`src/rtl/gpio_edge_irq.sv`:
```
module gpio_edge_irq #(
  parameter int P1_W          = 8,
  parameter int P2_W          = 7,
  parameter int PULSE_CYCLES  = 4,
  parameter int REPEAT_CYCLES = 16
) (
  input  logic            clk,
  input  logic            rst_n,
  input  logic [P1_W-1:0] p1_pins,
  input  logic [P2_W-1:0] p2_pins,
  input  logic [P1_W-1:0] p1_en,
  input  logic [P2_W-1:0] p2_en,
  input  logic            irq_sel,
  input  logic            irq_on_p2,
  input  logic            irq_pulse,
  input  logic            irq_idle_high,
  input  logic            rd_p1,
  input  logic            rd_p2,
  output logic [P1_W-1:0] p1_status,
  output logic [P2_W-1:0] p2_status,
  output logic            irq_pin,
  output logic            p1_irq_oe,
  output logic            p2_irq_oe
);
  localparam int CW = $clog2(REPEAT_CYCLES + 1);

  logic            primed;
  logic [P1_W-1:0] prev1, st1, hide1, chg1;
  logic [P2_W-1:0] prev2, st2, hide2, chg2;
  logic [CW-1:0]   cnt;
  logic            pending, active;

  assign p1_irq_oe = irq_sel & ~irq_on_p2;
  assign p2_irq_oe = irq_sel & irq_on_p2;
  assign hide1 = {p1_irq_oe, {(P1_W-1){1'b0}}};
  assign hide2 = {p2_irq_oe, {(P2_W-1){1'b0}}};

  assign chg1 = primed ? (p1_pins ^ prev1) : '0;
  assign chg2 = primed ? (p2_pins ^ prev2) : '0;

  assign p1_status = st1 & ~hide1;
  assign p2_status = st2 & ~hide2;

  assign pending = irq_sel & ((|(p1_status & p1_en)) | (|(p2_status & p2_en)));
  assign active  = pending & (~irq_pulse | (cnt < CW'(PULSE_CYCLES)));
  assign irq_pin = active ^ irq_idle_high;

  always_ff @(posedge clk or negedge rst_n) begin
    if (!rst_n) begin
      primed <= 1'b0;
      prev1  <= '0;
      prev2  <= '0;
      st1    <= '0;
      st2    <= '0;
      cnt    <= '0;
    end else begin
      primed <= 1'b1;
      prev1  <= p1_pins;
      prev2  <= p2_pins;
      st1    <= ((st1 & ~{P1_W{rd_p1}}) | chg1) & ~hide1;
      st2    <= ((st2 & ~{P2_W{rd_p2}}) | chg2) & ~hide2;
      if (!pending || cnt == CW'(REPEAT_CYCLES - 1))
        cnt <= '0;
      else
        cnt <= cnt + 1'b1;
    end
  end
endmodule

```
`config.mk`:
```
export PLATFORM = sky130hd
export DESIGN_NAME = gpio_edge_irq
export DESIGN_NICKNAME = d
export VERILOG_FILES = /design/src/rtl/gpio_edge_irq.sv
export SDC_FILE = /design/constraint.sdc
export NUM_CORES = 1
export LEC_CHECK = 0
export ABC_CLOCK_PERIOD_IN_PS = 4300
export BUFFER_PORTS_ARGS = -buffer_cell sky130_fd_sc_hd__buf_2
export CORE_ASPECT_RATIO = 2
export CORE_MARGIN = 2
export CORE_UTILIZATION = 30
export CTS_BUF_LIST = sky130_fd_sc_hd__clkbuf_16
export DETAILED_ROUTE_END_ITERATION = 10
export SETUP_SLACK_MARGIN = 0.02
export SYNTH_ARGS = -nofsm -noshare
export SYNTH_HDL_FRONTEND = slang
export SYNTH_SLANG_ARGS = --single-unit
```
`constraint.sdc`:
```
create_clock -name clk -period 4.3 [get_ports clk]
set_clock_uncertainty 0.1 [all_clocks]
set_input_delay 0 -clock clk [delete_from_list [all_inputs] [get_ports clk]]
set_output_delay 0 -clock clk [all_outputs]
set_load 0.05 [all_outputs]
```
==> results by group <==
GRT
  • GRT Total Usage: 0.128
  • Vias in the first global route: 1132
  • Overflow after GRT: 0
  • Initial antenna violation count: 0
  • Pin count of the biggest net entering global routing: 37
  • First-pass GRT wire length: 5.26 mm

STA
  • Number of setup violations in the final report: 0
  • Final Hold Fails: 0
  • Fin crit share: 0.468
  • Min Clock Period, post-route: 2010 ps
  • Max-slew headroom: 0.476
  • Max-slew violations: 0
  • Final TNS setup: 0 ps
  • Worst Max-Slew Pin Slew: 786 ps
  • Fmax: 497 MHz
  • RSZ-0062 raised after global routing: false

Synthesis
  • Syn Std Cell Area: 0.00157 mm2
  • Syn nets: 185
  • Yosys cell types: 23
  • Ranking of synthesized cells by area: dfrtp_1, xor2_1, buf_4, inv_1, nand2_1
  • Register area share after synthesis: 0.573
  • Synth area leader: dfrtp_1
  • Seq cells post-synth: 36
  • EDFF count, synth: 0
  • Most used flip-flop cell after synthesis: dfrtp_1
  • Post-synth ARST share: 1.00
  • Synth top area share: 0.573
  • Cells after synthesis: 145
  • Most numerous cell in the Yosys netlist: dfrtp_1
  • Synth cell count leaders: dfrtp_1, inv_1, xor2_1
  • Synth Warn #: 0
  • Synth Area per Inst: 10.8 um2

Final layout
  • Area occupied by multi-input gates: 509 um2
  • P&R area growth vs syn: 37.3%
  • Final nets: 253
  • Number of diodes: 0
  • Fraction of layout cells with a size suffix above 1: 0.299
  • Fill cell total of the finished layout: 527
  • Register area: 901 um2

Clock network
  • Clock-pin transition on the worst setup and hold timing paths: 60 ps
  • Htree depth: 2
  • CTS tree: yes
  • Clock latency on the worst-skew pair: 270 ps
  • Sink Count: 36
  • Total CTS buffers: 5
  • Clock root buffer: clkbuf_16
  • Post-CTS sizing: 0
  • CTS Buffer Depth: 2

Drt
  • DR pass1 iterations: 4
  • Routed WL: 3.34 mm
  • DRC errors left: 0
  • DR iter-0 viols: 13
  • Vias: 1190
  • WL/cell: 12.3 um
  • Post-DRT Antenna Nets: 0
  • DR vias/cell: 4.38

Power
  • Clk pwr share: 0.368
  • Switching share of power: 0.295
  • Sequential fraction of design power: 0.427
  • Maximum vdd drop: 0.295 mV
  • P_int: 0.641 mW
  • Leakage: 1.08 nW
  • Switch Pwr: 0.269 mW
  • Power Density: 422 mW/mm2
  • Gate power share: 0.205
  • Pwr Total: 0.910 mW

Placement
  • Gpl congestion: 0.778
  • Port buffer count: 55
  • Dpl hpwl: 2.55 mm

Critical path
  • Crit-path cells: a222oi_1, nand3_1, o311ai_2, xnor2_1, buf_2
  • Worst endpoint required time: 4200 ps
  • CP Class: reg -> out
  • Slowest CP cell: dfrtp_1
  • WP buf/inv: 1
  • Top Family by Delay on Critical Path: compound AO/OA/AOI/OAI gates
  • Critical Path End Type: output pin
  • Crit path largest cell delay: 390 ps
  • CP Launch Type: flop
  • Worst Path Arrival: 1910 ps
  • CP Max Fanout: 3

Outcome
  • Status: finished, final reports clean

Worst hold path
  • Hold Crit Class: in -> reg

Floorplanning
  • Die Y: 106 um
  • Starting Density: 0.309
  • Top Ports: 56
  • # rows: 37
  • Die width: 55.2 um
  • Die footprint: 0.00587 mm2
  • Core area: 0.00509 mm2

Job
  • MaxCap Viol Count: 0
-- cell families after synthesis --
logic type,after synthesis,synth area share
fa+ha+maj,2,0.0159
flops,36,0.573
other cells,1,0.00239
simple gates,32,0.0932
buf+inv,30,0.103
compound gates,26,0.112
xor+xnor,18,0.100
-- cells in the final DEF, fill, tap and decap left out, drive strengths merged, types with 2 or more instances in the layout --
cell type	instances
xnor2	2
xor2	16
nand3	4
o21ai	13
clkinv	3
clkbuf	5
o311ai	2
dfrtp	36
buf	55
dlygate4sd3	20
a22oi	6
ha	2
inv	16
nor2	7
a21oi	2
nor2b	5
nand2	13
-- area by class of cell --
cell class,instances,share of cell area
Multi-Input combinational cell,79,0.236
Clock buffer,5,0.0580
Inverter,16,0.0278
Tap cell,58,0.0336
Clock inverter,3,0.00638
Sequential cell,36,0.418
Timing Repair Buffer,75,0.220
-- flip-flops by register name, summed over array words and instances (netlist names) --
| register | flops |
|---|---|
| cnt | 5 |
| prev2 | 7 |
| st1 | 8 |
| prev1 | 8 |
| st2 | 7 |
| primed | 1 |
-- metrics by stage --
| step | cell area [um2] | util | hold WS (ps) | setup slack, ps | std cells |
|---|---|---|---|---|---|
| 2_1_floorplan | 1570 | - | -396 | 2540 | 145 |
| 3_3_place_gp | 1820 | 0.357 | 32.4 | 2590 | 244 |
| 3_5_place_dp | 1820 | 0.357 | 34.5 | 2550 | 244 |
| 4_1_cts | 2160 | 0.424 | 224 | 2250 | 272 |
| 5_1_grt | 2160 | 0.424 | 266 | 2140 | 272 |
| 6_report | 2160 | 0.424 | 213 | 2290 | 272 |
-- path summary, 6_finish.rpt --
path	end	depth (start not counted)	startpoint	slack, ps
setup reg to reg	cnt[2]	4	st1[5]	2620
hold / removal	cnt[4]	5	p2_en[0]	210
hold reg to reg	cnt[0]	1	cnt[0]	370
min in group asynchronous	st1[3]	2	rst_n	250
max in group asynchronous	prev2[5]	2	rst_n	3350
setup / recovery	irq_pin	5	st1[5]	2290
-- timing repair --
| item | in CTS | in global routing |
|---|---|---|
| endpoints found under the hold margin | 71 | 0 |
| setup endpoints to repair | 0 | 0 |
| setup buffers | 0 | 0 |
| hold buffers | 20 | 0 |
-- power groups by stage --
stage	sequential [mW]	clock (mW)	combinational (mW)
global route	0.392	0.359	0.204
finish	0.388	0.335	0.186
CTS	0.389	0.347	0.190
floorplan	0.388	0	0.140
global placement	0.393	0	0.174
detailed placement	0.395	0	0.176
-- metal layers --
metal,vias to the layer above,share of wire,GRT usage
li1,589,-,-
met1,555,0.35,0.126
met2,36,0.57,0.223
met3,10,0.043,0.0295
met4,0,0.039,0.0767
met5,-,0,0
-- worst register-to-register path, delay by kind of cell, from the launching register on --
kind / cells / cell delay [ps]
AO/OA/AOI/OAI: 2 / 790
flip-flops: 1 / 390
AND/OR/NAND/NOR: 2 / 270
Note: power is estimated with default switching activity, not from simulation.
